### config.mk
export PLATFORM = sky130hd
export DESIGN_NAME = cd_serial_rx
export DESIGN_NICKNAME = d
export VERILOG_FILES = /design/src/rtl/cd_rx_pkg.sv /design/src/rtl/cd_rx_sync.sv /design/src/rtl/cd_rx_edge.sv /design/src/rtl/cd_rx_deser.sv /design/src/rtl/cd_rx_emit.sv /design/src/rtl/cd_serial_rx.sv
export SDC_FILE = /design/constraint.sdc
export NUM_CORES = 1
export LEC_CHECK = 0
export ABC_AREA = 1
export ABC_CLOCK_PERIOD_IN_PS = 1700
export BUFFER_PORTS_ARGS = -buffer_cell sky130_fd_sc_hd__buf_2
export CAP_MARGIN = 20
export CORE_ASPECT_RATIO = 1.1
export CORE_MARGIN = 2
export CORE_UTILIZATION = 35
export DETAILED_ROUTE_END_ITERATION = 10
export PLACE_DENSITY = 0.6
export SLEW_MARGIN = 20
export SYNTH_ARGS = -nofsm -noshare
export SYNTH_HDL_FRONTEND = slang
export SYNTH_SLANG_ARGS = --single-unit
### constraint.sdc
create_clock -name clk_i -period 1.7 [get_ports clk_i]
set_input_delay 0.255 -clock clk_i [delete_from_list [all_inputs] [get_ports clk_i]]
set_output_delay 0.255 -clock clk_i [all_outputs]
set_load 0.005 [all_outputs]
### src/rtl/cd_rx_pkg.sv
package cd_rx_pkg;
  localparam int unsigned BYTE_W   = 8;
  localparam int unsigned WORD_W   = 2 * BYTE_W;
  localparam int unsigned MAX_BITS = 32;
  localparam int unsigned CNT_W    = $clog2(MAX_BITS + 2);

  typedef enum logic [1:0] {
    FRM_16  = 2'b00,
    FRM_24  = 2'b01,
    FRM_32  = 2'b10,
    FRM_32B = 2'b11
  } frame_mode_e;

  typedef struct packed {
    logic [WORD_W-1:0] data;
    logic [WORD_W-1:0] c2;
    logic              left;
  } word_t;

  function automatic logic [CNT_W-1:0] frame_bits(input logic [1:0] mode);
    case (frame_mode_e'(mode))
      FRM_16:  frame_bits = CNT_W'(16);
      FRM_24:  frame_bits = CNT_W'(24);
      default: frame_bits = CNT_W'(32);
    endcase
  endfunction
endpackage

### src/rtl/cd_rx_sync.sv
module cd_rx_sync #(
  parameter int unsigned WIDTH  = 4,
  parameter int unsigned STAGES = 2
) (
  input  logic             clk_i,
  input  logic             rst_ni,
  input  logic [WIDTH-1:0] d_i,
  output logic [WIDTH-1:0] q_o
);
  logic [WIDTH-1:0] stage_q [STAGES];

  for (genvar g = 0; g < STAGES; g++) begin : g_stage
    if (g == 0) begin : g_first
      always_ff @(posedge clk_i or negedge rst_ni) begin
        if (!rst_ni) stage_q[g] <= '0;
        else         stage_q[g] <= d_i;
      end
    end else begin : g_next
      always_ff @(posedge clk_i or negedge rst_ni) begin
        if (!rst_ni) stage_q[g] <= '0;
        else         stage_q[g] <= stage_q[g-1];
      end
    end
  end

  assign q_o = stage_q[STAGES-1];
endmodule

### src/rtl/cd_rx_edge.sv
module cd_rx_edge (
  input  logic clk_i,
  input  logic rst_ni,
  input  logic rise_sel_i,
  input  logic bclk_s_i,
  input  logic lrck_s_i,
  output logic strobe_o,
  output logic lrck_tog_o,
  output logic lrck_prev_o
);
  logic bclk_q, lrck_q;

  always_ff @(posedge clk_i or negedge rst_ni) begin
    if (!rst_ni) begin
      bclk_q <= 1'b0;
      lrck_q <= 1'b0;
    end else begin
      bclk_q <= bclk_s_i;
      lrck_q <= lrck_s_i;
    end
  end

  logic rise_det, fall_det;
  assign rise_det    = bclk_s_i & ~bclk_q;
  assign fall_det    = ~bclk_s_i & bclk_q;
  assign strobe_o    = rise_sel_i ? rise_det : fall_det;
  assign lrck_tog_o  = lrck_s_i ^ lrck_q;
  assign lrck_prev_o = lrck_q;

  // bit clock must be slower than sys_clk / 4
  assert_strobe_spacing_R1: assert property (@(posedge clk_i) disable iff (!rst_ni)
    strobe_o |=> !strobe_o);
endmodule

### src/rtl/cd_rx_deser.sv
module cd_rx_deser
  import cd_rx_pkg::*;
(
  input  logic       clk_i,
  input  logic       rst_ni,
  input  logic       en_i,
  input  logic       lsb_first_i,
  input  logic       left_low_i,
  input  logic [1:0] frame_i,
  input  logic       strobe_i,
  input  logic       lrck_tog_i,
  input  logic       lrck_prev_i,
  input  logic       data_i,
  input  logic       c2_i,
  output logic       load_o,
  output word_t      word_o
);
  localparam logic [CNT_W-1:0] CNT_SAT = CNT_W'(MAX_BITS + 1);

  logic [WORD_W-1:0] sr_q, c2sr_q;
  logic [CNT_W-1:0]  cnt_q;
  logic              load_q;
  word_t             word_q;

  always_ff @(posedge clk_i or negedge rst_ni) begin
    if (!rst_ni) begin
      sr_q   <= '0;
      c2sr_q <= '0;
      cnt_q  <= CNT_SAT;
      load_q <= 1'b0;
      word_q <= '0;
    end else begin
      load_q <= 1'b0;
      if (!en_i) begin
        cnt_q <= CNT_SAT;
      end else begin
        if (strobe_i) begin
          if (lsb_first_i) begin
            sr_q   <= {data_i, sr_q[WORD_W-1:1]};
            c2sr_q <= {c2_i, c2sr_q[WORD_W-1:1]};
          end else begin
            sr_q   <= {sr_q[WORD_W-2:0], data_i};
            c2sr_q <= {c2sr_q[WORD_W-2:0], c2_i};
          end
        end
        if (lrck_tog_i) begin
          load_q      <= (cnt_q == frame_bits(frame_i));
          word_q.data <= sr_q;
          word_q.c2   <= c2sr_q;
          word_q.left <= lrck_prev_i ^ left_low_i;
          cnt_q       <= strobe_i ? CNT_W'(1) : '0;
        end else if (strobe_i && cnt_q != CNT_SAT) begin
          cnt_q <= cnt_q + CNT_W'(1);
        end
      end
    end
  end

  assign load_o = load_q;
  assign word_o = word_q;

  assert_cnt_bound_R4: assert property (@(posedge clk_i) disable iff (!rst_ni)
    cnt_q <= CNT_SAT);
  assert_load_spacing_R4: assert property (@(posedge clk_i) disable iff (!rst_ni)
    load_o |=> !load_o);
endmodule

### src/rtl/cd_rx_emit.sv
module cd_rx_emit
  import cd_rx_pkg::*;
(
  input  logic              clk_i,
  input  logic              rst_ni,
  input  logic              lower_first_i,
  input  logic              load_i,
  input  word_t             word_i,
  output logic              valid_o,
  output logic [BYTE_W-1:0] byte_o,
  output logic              err_o,
  output logic              left_o,
  output logic              upper_o
);
  logic [BYTE_W-1:0] up_b, lo_b;
  logic              up_e, lo_e;
  assign up_b = word_i.data[WORD_W-1 -: BYTE_W];
  assign lo_b = word_i.data[BYTE_W-1:0];
  assign up_e = |word_i.c2[WORD_W-1 -: BYTE_W];
  assign lo_e = |word_i.c2[BYTE_W-1:0];

  logic              valid_q, err_q, left_q, upper_q, pend_q;
  logic              hold_err_q, hold_upper_q;
  logic [BYTE_W-1:0] byte_q, hold_byte_q;

  always_ff @(posedge clk_i or negedge rst_ni) begin
    if (!rst_ni) begin
      valid_q      <= 1'b0;
      byte_q       <= '0;
      err_q        <= 1'b0;
      left_q       <= 1'b0;
      upper_q      <= 1'b0;
      pend_q       <= 1'b0;
      hold_byte_q  <= '0;
      hold_err_q   <= 1'b0;
      hold_upper_q <= 1'b0;
    end else if (load_i) begin
      valid_q      <= 1'b1;
      left_q       <= word_i.left;
      pend_q       <= 1'b1;
      byte_q       <= lower_first_i ? lo_b : up_b;
      err_q        <= lower_first_i ? lo_e : up_e;
      upper_q      <= ~lower_first_i;
      hold_byte_q  <= lower_first_i ? up_b : lo_b;
      hold_err_q   <= lower_first_i ? up_e : lo_e;
      hold_upper_q <= lower_first_i;
    end else if (pend_q) begin
      valid_q <= 1'b1;
      pend_q  <= 1'b0;
      byte_q  <= hold_byte_q;
      err_q   <= hold_err_q;
      upper_q <= hold_upper_q;
    end else begin
      valid_q <= 1'b0;
    end
  end

  assign valid_o = valid_q;
  assign byte_o  = byte_q;
  assign err_o   = err_q;
  assign left_o  = left_q;
  assign upper_o = upper_q;

  assert_pair_R7: assert property (@(posedge clk_i) disable iff (!rst_ni)
    (valid_o && pend_q) |=> valid_o);
  assert_first_order_R5: assert property (@(posedge clk_i) disable iff (!rst_ni)
    (valid_o && pend_q) |-> (upper_o == !lower_first_i));
  assert_upper_alternates_R5: assert property (@(posedge clk_i) disable iff (!rst_ni)
    (valid_o && !pend_q) |-> (upper_o != $past(upper_o)));
endmodule

### src/rtl/cd_serial_rx.sv
module cd_serial_rx
  import cd_rx_pkg::*;
#(
  parameter int unsigned SYNC_STAGES = 2
) (
  input  logic              clk_i,
  input  logic              rst_ni,
  input  logic              enable_i,
  input  logic              cfg_rise_i,
  input  logic              cfg_lsb_first_i,
  input  logic              cfg_left_low_i,
  input  logic [1:0]        cfg_frame_i,
  input  logic              cfg_lower_first_i,
  input  logic              bclk_i,
  input  logic              lrck_i,
  input  logic              data_i,
  input  logic              c2_i,
  output logic              byte_valid_o,
  output logic [BYTE_W-1:0] byte_o,
  output logic              byte_err_o,
  output logic              byte_left_o,
  output logic              byte_upper_o
);
  localparam int unsigned N_SYNC = 4;

  logic [N_SYNC-1:0] pins_s;
  logic              strobe, lrck_tog, lrck_prev, load;
  word_t             word;

  // data and flag share the clock path latency so sampling stays aligned
  cd_rx_sync #(.WIDTH(N_SYNC), .STAGES(SYNC_STAGES)) u_sync (
    .clk_i  (clk_i),
    .rst_ni (rst_ni),
    .d_i    ({c2_i, data_i, lrck_i, bclk_i}),
    .q_o    (pins_s)
  );

  cd_rx_edge u_edge (
    .clk_i       (clk_i),
    .rst_ni      (rst_ni),
    .rise_sel_i  (cfg_rise_i),
    .bclk_s_i    (pins_s[0]),
    .lrck_s_i    (pins_s[1]),
    .strobe_o    (strobe),
    .lrck_tog_o  (lrck_tog),
    .lrck_prev_o (lrck_prev)
  );

  cd_rx_deser u_deser (
    .clk_i       (clk_i),
    .rst_ni      (rst_ni),
    .en_i        (enable_i),
    .lsb_first_i (cfg_lsb_first_i),
    .left_low_i  (cfg_left_low_i),
    .frame_i     (cfg_frame_i),
    .strobe_i    (strobe),
    .lrck_tog_i  (lrck_tog),
    .lrck_prev_i (lrck_prev),
    .data_i      (pins_s[2]),
    .c2_i        (pins_s[3]),
    .load_o      (load),
    .word_o      (word)
  );

  cd_rx_emit u_emit (
    .clk_i         (clk_i),
    .rst_ni        (rst_ni),
    .lower_first_i (cfg_lower_first_i),
    .load_i        (load),
    .word_i        (word),
    .valid_o       (byte_valid_o),
    .byte_o        (byte_o),
    .err_o         (byte_err_o),
    .left_o        (byte_left_o),
    .upper_o       (byte_upper_o)
  );

  assert_idle_when_off_R8: assert property (@(posedge clk_i) disable iff (!rst_ni)
    (!enable_i && !$past(enable_i) && !$past(enable_i, 2) && !$past(enable_i, 3))
      |-> !byte_valid_o);
endmodule

==> impl_results.md, run 1 <==
* Dpl hpwl at 6420 µm
* Max incr delay on CP at 0.42 ns
* Power Dens Cells at 1300 nW/µm²
* Met1 usage at 18.5%
* Final Wtd Congestion at 0.815
* CTS tree: done
* CP delay by family, top: simple AND/OR/NAND/NOR gates
* Routing usage on met3 at 3.54%
* Post-synthesis instance total at 536
* Multiplexer share of the synthesized area at 0%
* Status: completed
* Max Slew Vio Count at 0
* Maximum vdd drop at 0.000448 V
* Final Hold Fails at 0
* Number of diodes at 0
* Max-slew headroom at 65.4%
* Largest net degree at the start of global routing at 65
* Biggest area consumer among synthesized cells: dfrtp_1
* Most common cell after layout, fill and taps aside: nand2_1
* XOR/XNOR share of the synthesized area at 0.374%
* Fin area at 5320 µm²
* Crit start category: flop
* Worst min path class: input pin to flop
* Core area at 13,100 µm²
* Dpl ws at 0.306 ns
* Arrival time worst endpoint at 1.67 ns
* # setup viols final at 0
* Synth Area in Adders at 0.802%
* R2r setup slk at 0.30 ns
* Mapped cell area at 4680 µm²
* Leak Pwr at 0.00247 µW
* Most frequent cells in the layout: nand2_1, dfrtp_1, o21ai_0
* Die X-Extent at 114 µm
* Yosys warning count at 0
* CTS Buffer Depth at 2
* Clk Latency, worst-skew pair at 0.35 ns
* Initial Util at 35.7%
* FF+latch count, synth at 105
* Crit-path cells: nand2_1 > nand2_4 > nor2_4 > buf_4 > nand2_1 > o21ai_0
* Crit. Startpoint: u_edge.lrck_prev_o
* Top cell type's share of synthesized area at 55.1%
* Top cells by area, synth: dfrtp_1, nand2_1, o21ai_0
* FMAX at 0.714 GHz
* Number of distinct library cells after synthesis at 31
* RSZ-0062 raised after global routing: no
* Via count at 3,523
* Setup CP Type: flop to flop
* Share of cells above drive strength 1 at 12.0%
* Max H-tree Level at 3
* Number of synthesized flops with an enable pin at 0
* IO Port Bufs at 24
* Post-synthesis simple-gate area fraction at 17.5%
* TNS Setup at 0 ns
* Worst path most repeated cell: nand2_1
* Clk root buf: clkbuf_16
* R2r startpoint: u_edge.lrck_prev_o
* Chip height at 125 µm
* NumNets Final at 577
* Clk pin slew, worst setup/hold paths at 0.07 ns
* Mapped Avg Cell Area at 8.73 µm²
* CTS buffer count at 9
* Critical path depth at 6
* FF-to-FF End: u_deser.word_o[21]
* Async set or reset register ratio after synthesis at 100%
* Total power draw at 6940 µW
* Crit. End Element: flop
* Drt drc at 0
* Period utilisation layout at 82.4%
* Post-synthesis compound-gate area fraction at 15.6%
* DP Area at 4960 µm²
* Worst clock skew at 0.0113 ns
* Iter 0 DRT Violations at 226
* Antenna-violating nets left at 0
* Tmin final at 1.40 ns
* Total die area at 14,300 µm²
* R2r worst-path depth at 6
* WP data required at 1.97 ns
* Site row count at 44
* Pre-antenna DRT Iters at 4
* Max Cap Viol at 0
* GRT Overall Usage at 14.1%
* Measured slew at the worst slew-check pin at 0.519 ns
* # IOs at 25
* WL/cell at 12.8 µm
* Area grow syn2layout at 13.7%
* Vias per cell at 4.85
* Net count after synthesis at 552
* Final WL at 9280 µm
* Gr busiest metal: met2
* Grt total ovfl at 0
* Met2 Use GR at 22.8%
* Clock sink total at 105
* Seq/Total Area, Yosys at 56.2%
* First-pass GRT wire length at 16,200 µm
* Prevailing post-synth register cell: dfrtp_1
* Slowest-stage cell, CP: dfrtp_1
* CP bufs+invs at 1
* Setup crit end: u_deser.word_o[21]
* Main combinational cell family by area after synthesis: simple AND/OR/NAND/NOR gates
* CP max FO at 36
* Final WS setup at 0.299 ns
* Initial antenna violation count at 0
* Vias in the first global route at 3,421
==> metal layers <==
| layer | share of wire (%) | vias to the layer above |
|---|---|---|
| met5 | 0 | - |
| met4 | 1.7 | 0 |
| met3 | 3.7 | 10 |
| met2 | 46 | 58 |
| met1 | 49 | 1688 |
| li1 | - | 1767 |
==> cell usage after synthesis, drive strengths merged (3+ instances only) <==
master,count
inv,71
o221ai,8
dfrtp,103
nand3,17
buf,15
clkbuf,10
a21oi,4
nand4,3
a41oi,8
ha,3
nor2,31
nand2,148
o21ai,105
==> worst min path at each step <==
| stage | start | end | slack (ns) | depth (start not counted) |
|---|---|---|---|---|
| 6_report | enable_i | u_deser.cnt_q[0] | 0.19 | 4 |
| 4_1_cts | enable_i | u_deser.cnt_q[0] | 0.18 | 4 |
| 3_5_place_dp | rst_ni | u_deser.c2sr_q[2] | 0.28 | 1 |
| 3_3_place_gp | rst_ni | u_deser.c2sr_q[3] | 0.27 | 1 |
| 5_1_grt | enable_i | u_deser.cnt_q[0] | 0.22 | 4 |
| 2_1_floorplan | rst_ni | u_deser.c2sr_q[0] | -0.04 | 0 |
==> power breakdown <==
group | switching (µW) | total [µW] | internal [µW]
clock | 934 | 2170 | 1240
combinational | 764 | 1310 | 546
sequential | 333 | 3460 | 3130
total | 2030 | 6940 | 4910
==> cells by family after synthesis <==
kind of cell,Yosys count
buf+inv,98
xor+xnor,2
fa+ha+maj,3
simple gates,201
flops,105
compound gates,127
==> tightest hold or removal path: stages <==
cell and delay [ns]:
buf_2 0.10, nand3_1 0.07, nand2_1 0.05, o21ai_1 0.05
==> registers in the layout, indices dropped and copies added (netlist names) <==
name / flops
u_deser.sr_q: 16
u_emit.hold_upper_q: 1
u_edge.lrck_prev_o: 1
u_deser.load_o: 1
u_sync.q_o: 4
u_emit.byte_o: 8
u_emit.valid_o: 1
u_emit.upper_o: 1
u_deser.word_o: 33
u_edge.bclk_q: 1
u_emit.hold_byte_q: 8
u_sync.stage_q: 4
u_emit.left_o: 1
u_deser.c2sr_q: 16
u_emit.pend_q: 1
u_emit.hold_err_q: 1
u_deser.cnt_q: 6
u_emit.err_o: 1
==> stage by stage <==
step	instances	utilization (%)	hold slack [ns]
floorplan	536	-	-0.0406
global placement	706	37.8	0.266
detailed placement	706	37.8	0.275
CTS	727	40.6	0.180
global route	727	40.6	0.219
finish	727	40.6	0.190
==> area by class of cell <==
type | count | area (µm²)
Clock buffer | 12 | 256
Clock inverter | 4 | 57.6
Fill cell | 1290 | 7780
Inverter | 73 | 274
Multi-Input combinational cell | 333 | 1600
Sequential cell | 105 | 2630
Tap cell | 161 | 201
Timing Repair Buffer | 39 | 298
==> what timing repair did <==
action / CTS / global route
hold endpoints to repair: 36 / 0
gates resized for setup: 0 / 0
buffers inserted: 0 / 0
hold buffers: 5 / 0
setup endpoints to repair: 0 / 0
No activity file was read; power rests on OpenSTA's default activity.
==> inputs of run 2 (changes only) <==
- ABC_CLOCK_PERIOD_IN_PS: 1700 -> 1400
- clock period: 1.7 -> 1.4 ns (I/O delays scaled with it)
==> run 2 against run 1 <==
Power rose by 21%. Sequential share of layout area fell by 0.77 points. Utilization rose by 0.64 points. Via count fell by 1.5%. Clock skew fell by 0.0046 ns. Fmax rose by 7.0%. Register-to-register slack got worse by 0.21 ns.
==> impl_results.md, run 2 (synthesis gave the netlist of run 1 again) <==
* Routing usage on met3 at 2.04% (-1.5 points)
* Vias per cell at 4.75 (-1.9%)
* Power Dens Cells at 1560 nW/µm² (+20%)
* Final WL at 9330 µm (+0.48%)
* Combinational Power Share at 19.5% (+0.6 points)
* Iter 0 DRT Violations at 326 (+44%)
* TNS Setup at 0 ns (unchanged)
* Initial antenna violation count at 0 (unchanged)
* CP max FO at 32 (-11%)
* Clk Latency, worst-skew pair at 0.35 ns (about the same)
* Clk root buf: clkbuf_16
* WL/cell at 12.8 µm (about the same)
* Max reg flops at 33 (unchanged)
* Final core utilization at 41.2% (+0.64 points)
* NumNets Final at 580 (+0.52%)
* Most common cell after layout, fill and taps aside: nand2_1
* R2r worst-path depth at 5 (-1)
* First-pass GRT wire length at 16,100 µm (-0.30%)
* Maximum vdd drop at 0.000567 V (+27%)
* IO Port Bufs at 24 (unchanged)
* Antenna-violating nets left at 0 (unchanged)
* Die X-Extent at 114 µm (unchanged)
* Hold Path Origin: cfg_left_low_i
* Worst min path class: input pin to flop
* Dpl hpwl at 6250 µm (-2.6%)
* CTS Buffer Depth at 2 (unchanged)
* Arrival time worst endpoint at 1.53 ns (-0.14 ns)
* Met2 Use GR at 22.3% (-0.49 points)
* Via count at 3,469 (-1.5%)
* Chip height at 125 µm (unchanged)
* Crit. End Element: flop
* Crit start category: flop
* Hold slack at 0.159 ns (-0.0314 ns)
* Max Slew Vio Count at 0 (unchanged)
* Grt total ovfl at 0 (unchanged)
* Share of cells above drive strength 1 at 13.5% (+1.5 points)
* Max Cap Viol at 0 (unchanged)
* Tmin final at 1.31 ns (-0.0915 ns)
* R2r startpoint: u_edge.bclk_q
* # setup viols final at 0 (unchanged)
* Area grow syn2layout at 15.5%
* Reg power frac at 49.7% (about the same)
* Met1 usage at 19.0% (+0.54 points)
* Number of diodes at 0 (unchanged)
* Total die area at 14,300 µm² (unchanged)
* Max-slew headroom at 79.4% (+14 points)
* # IOs at 25 (unchanged)
* R2r setup slk at 0.09 ns (-0.21 ns)
* Pre-antenna DRT Iters at 4 (unchanged)
* Leak Pwr at 0.00250 µW (+1.2%)
* Largest net degree at the start of global routing at 65 (unchanged)
* Sw Ratio at 29.1% (-0.21 points)
* Period utilisation layout at 93.5% (+11 points)
* CTS buffer count at 9 (unchanged)
* Clock sink total at 105 (unchanged)
* Int Pwr at 5980 µW (+22%)
* GRT Overall Usage at 14.0% (-0.14 points)
* Total power draw at 8430 µW (+21%)
* WHS Path Cells at 4 (unchanged)
* Core area at 13,100 µm² (unchanged)
* Dpl ws at 0.0272 ns (-0.278 ns)
* Final Wtd Congestion at 0.825 (+1.2%)
* FMAX at 0.764 GHz (+7.0%)
* Vias in the first global route at 3,457 (+1.1%)
* Max H-tree Level at 3 (unchanged)
* RSZ-0062 raised after global routing: yes
* Initial Util at 35.7% (unchanged)
* Clock power share at 30.8% (-0.5 points)
* CTS tree: done
* FF-to-FF End: u_deser.c2sr_q[9]
* Clk pin slew, worst setup/hold paths at 0.07 ns (about the same)
* Worst clock skew at 0.00669 ns (-0.00460 ns)
* Status: completed
* Measured slew at the worst slew-check pin at 0.308 ns (-0.211 ns)
* Hold worst-path end: u_deser.word_o[0]
* WP data required at 1.62 ns (-0.35 ns)
* Gr busiest metal: met2
* Site row count at 44 (unchanged)
* Most frequent cells in the layout: nand2_1, dfrtp_1, o21ai_0
* Sw power at 2450 µW (+21%)
* Crit. Startpoint: u_edge.bclk_q
* Final Hold Fails at 0 (unchanged)
* Setup CP Type: flop to flop
* Drt drc at 0 (unchanged)
* Final WS setup at 0.0907 ns (-0.209 ns)
-- run 2: cell types whose count changed in the layout (fill, tap and decap cells not counted), sizes merged --
cell,before,now
buf,34,36
clkinv,2,1
clkinvlp,1,2
inv,73,74
-- run 2: worst max-delay path, stage by stage, from the launching register on --
cell and delay (ns):
dfrtp_1 0.37, inv_1 0.05, nand3_1 0.13, a21oi_4 0.28, clkbuf_16 0.25, o21ai_0 0.09
-- run 2: how the worst max path moves through the flow --
stage | endpoint | slack [ns] | cells past startpoint
2_1_floorplan | u_deser.c2sr_q[12] | 0.18 | 5
3_3_place_gp | u_emit.hold_byte_q[1] | 0.09 | 4
3_5_place_dp | u_emit.hold_byte_q[1] | 0.03 | 4
4_1_cts | u_emit.hold_byte_q[1] | 0.01 | 4
5_1_grt | u_deser.c2sr_q[14] | -0.03 | 6
6_report | u_deser.c2sr_q[9] | 0.09 | 5
-- run 2: timing repair --
action                     4_1_cts  5_1_grt
hold endpoints to repair        15        0
buffers inserted                 0        0
hold buffers                     5        0
setup endpoints to repair        0       23
resized for setup                0        7
-- run 2: stage by stage --
step / instance area, µm² / cells
after detailed placement: 5000 / 708
after global routing: 5400 / 730
after floorplan: 4680 / 536
final: 5400 / 730
after CTS: 5360 / 729
after global placement: 5000 / 708
-- run 2: routing by layer --
| layer | part of all wire [%] | vias to the layer above |
|---|---|---|
| met5 | 0 | - |
| met4 | 1.8 | 0 |
| met3 | 2.7 | 11 |
| met2 | 48 | 46 |
| met1 | 48 | 1634 |
| li1 | - | 1778 |
-- run 2: power groups by stage --
stage | logic (µW) | registers (µW) | clock network (µW)
after floorplan | 1110 | 4170 | 0
after global placement | 1590 | 4220 | 0
after detailed placement | 1630 | 4260 | 0
after CTS | 1660 | 4200 | 2680
after global routing | 1930 | 4300 | 2800
final | 1640 | 4190 | 2590
-- run 2: area by class of cell --
| class | instances | area (µm²) |
|---|---|---|
| fillers | 1341 | 7700 |
| flip-flops and latches | 105 | 2630 |
| multi-input cells | 333 | 1620 |
| repair buffers | 42 | 367 |
| inverters | 73 | 278 |
| clock buffers | 11 | 253 |
| well taps | 161 | 201 |
| clock inverters | 5 | 60.1 |
==> inputs of run 3 (changes only) <==
- SETUP_SLACK_MARGIN: default -> 0.15
==> run 3 against run 2 <==
Sequential share of layout area fell by 4.0 points. Routed wire length rose by 13%. Worst setup slack got worse by 0.025 ns. Cell area rose by 9.1%. Final cell count rose by 2.5%. Clock power barely moved. Clock skew rose by 0.00056 ns. Flip-flop and latch count did not move. Combinational power rose by 18%. Critical endpoint is now u_deser.sr_q[15]. Hold slack got worse by 0.0030 ns. Sequential power rose by 1%.
==> impl_results.md, run 3 (synthesis gave the netlist of run 1 again) <==
* Sw Ratio at 30.1% (+1.0 points)
* WHS Path Cells at 4 (unchanged)
* Clock sink total at 105 (unchanged)
* TNS Setup at 0 ns (unchanged)
* DP Area at 5000 µm² (unchanged)
* Measured slew at the worst slew-check pin at 0.346 ns (+0.0375 ns)
* Status: completed
* Clk Latency, worst-skew pair at 0.35 ns (about the same)
* Period utilisation layout at 95.3% (+1.8 points)
* Chip height at 125 µm (unchanged)
* Antenna-violating nets left at 0 (unchanged)
* Int Pwr at 6130 µW (+2.6%)
* Final Wtd Congestion at 0.825 (unchanged)
* Final WL at 10,500 µm (+13%)
* First-pass GRT wire length at 16,500 µm (+2.2%)
* FMAX at 0.749 GHz (-1.9%)
* CP max FO at 8 (-75%)
* # setup viols final at 0 (unchanged)
* CTS buffer count at 9 (unchanged)
* R2r startpoint: u_sync.q_o[0]
* Most common cell after layout, fill and taps aside: nand2_1
* Vias in the first global route at 3,507 (+1.4%)
* Vias per cell at 4.87 (+2.4%)
* Final Hold Fails at 0 (unchanged)
* Clk root buf: clkbuf_16
* Die X-Extent at 114 µm (unchanged)
* WP data required at 1.68 ns (+0.06 ns)
* Worst clock skew at 0.00725 ns (+0.000562 ns)
* RSZ-0062 raised after global routing: yes
* Maximum vdd drop at 0.000590 V (+4.1%)
* Worst min path class: input pin to flop
* Most frequent cells in the layout: nand2_1, dfrtp_1, o21ai_0
* Core area at 13,100 µm² (unchanged)
* Max H-tree Level at 3 (unchanged)
* Max reg flops at 33 (unchanged)
* Number of diodes at 0 (unchanged)
* Leak Pwr at 0.00273 µW (+9.2%)
* Share of cells above drive strength 1 at 24.9% (+11 points)
* Crit. End Element: flop
* Arrival time worst endpoint at 1.61 ns (+0.08 ns)
* Via count at 3,640 (+4.9%)
* Clk pin slew, worst setup/hold paths at 0.07 ns (about the same)
* Iter 0 DRT Violations at 298 (-8.6%)
* Initial Util at 35.7% (unchanged)
* GRT Overall Usage at 14.3% (+0.33 points)
* Total die area at 14,300 µm² (unchanged)
* Setup CP Type: flop to flop
* Area grow syn2layout at 26.1%
* Clock power share at 29.8% (-1.0 points)
* Slowest-stage cell, CP: dfrtp_2
* CTS Buffer Depth at 2 (unchanged)
* Max Slew Vio Count at 0 (unchanged)
* WL/cell at 14.1 µm (+10%)
* Hold Path Origin: cfg_left_low_i
* Grt total ovfl at 0 (unchanged)
* Reg power frac at 48.2% (-1.5 points)
* R2r worst-path depth at 7 (+2)
* Sw power at 2640 µW (+7.8%)
* Tmin final at 1.33 ns (+0.0250 ns)
* Pre-antenna DRT Iters at 4 (unchanged)
* Drt drc at 0 (unchanged)
* Site row count at 44 (unchanged)
* # IOs at 25 (unchanged)
* Power Dens Cells at 1490 nW/µm² (-4.6%)
* IO Port Bufs at 24 (unchanged)
* Fin area at 5900 µm² (+9.1%)
* R2r setup slk at 0.07 ns (-0.02 ns)
* Max Cap Viol at 0 (unchanged)
* Dpl hpwl at 6250 µm (unchanged)
* Crit. Startpoint: u_sync.q_o[0]
* Crit start category: flop
* Combinational Power Share at 22.0% (+2.5 points)
* Largest net degree at the start of global routing at 65 (unchanged)
* CTS tree: done
* Max-slew headroom at 76.9% (-2.5 points)
* Initial antenna violation count at 0 (unchanged)
* Max incr delay on CP at 0.44 ns (+0.07 ns)
* Crit-path cells: inv_2 > nand3_4 > a21oi_4 > buf_12 > clkbuf_16 > nor2_4 > a21oi_2
* NumNets Final at 598 (+3.1%)
run 3: power by group through the flow:
stage | combinational [µW] | sequential (µW) | clock, µW
2_1_floorplan | 1110 | 4170 | 0
3_3_place_gp | 1590 | 4220 | 0
3_5_place_dp | 1630 | 4260 | 0
4_1_cts | 1710 | 4200 | 2680
5_1_grt | 2210 | 4330 | 2800
6_report | 1930 | 4230 | 2610
run 3: per-layer routing:
layer / GRT usage [%] / up-vias / share of wire, %
li1: - / 1812 / -
met1: 19.3 / 1761 / 45
met2: 23.1 / 55 / 50
met3: 2.04 / 12 / 3.0
met4: 6.24 / 0 / 1.7
met5: 0 / - / 0
run 3: worst paths after layout:
path	to
setup / recovery	u_deser.sr_q[15]
hold reg to reg	u_sync.q_o[3]
setup reg to reg	u_deser.sr_q[15]
max in group asynchronous	u_deser.load_o
min in group asynchronous	u_sync.q_o[3]
hold / removal	u_deser.word_o[0]
run 3: repair_timing:
action	in CTS	in global routing
resized for setup	11	89
cloned	2	8
endpoints found under the hold margin	15	0
setup endpoints to repair	64	84
hold buffers	5	0
setup buffers	5	4
pin swaps	0	2
run 3: critical path: cells and delay by family (launching register included):
kind / cells / cell delay (ns)
AOI/OAI and AO/OA: 2 / 0.31
and+or+nand+nor: 2 / 0.11
DFF: 1 / 0.44
buffers and inverters: 3 / 0.40
run 3: stage by stage:
step                hold WS [ns]  util (%)  std cells  setup WS [ns]  power, µW
floorplan                -0.0856         -        536          0.185       5280
global placement          0.0832      38.1        708         0.0877       5810
detailed placement        0.0828      38.1        708         0.0272       5880
CTS                        0.149      41.7        736          0.110       8590
global route               0.184      45.0        748        0.00356       9340
finish                     0.156      45.0        748         0.0657       8770
run 3: cell type report:
class / count / area (µm²)
sequential: 105 / 2630
timing repair buffer: 59 / 618
clock buffer: 11 / 253
clock inverter: 5 / 60.1
fill: 1278 / 7200
multi-input combinational: 334 / 1860
tap: 161 / 201
inverter: 73 / 277
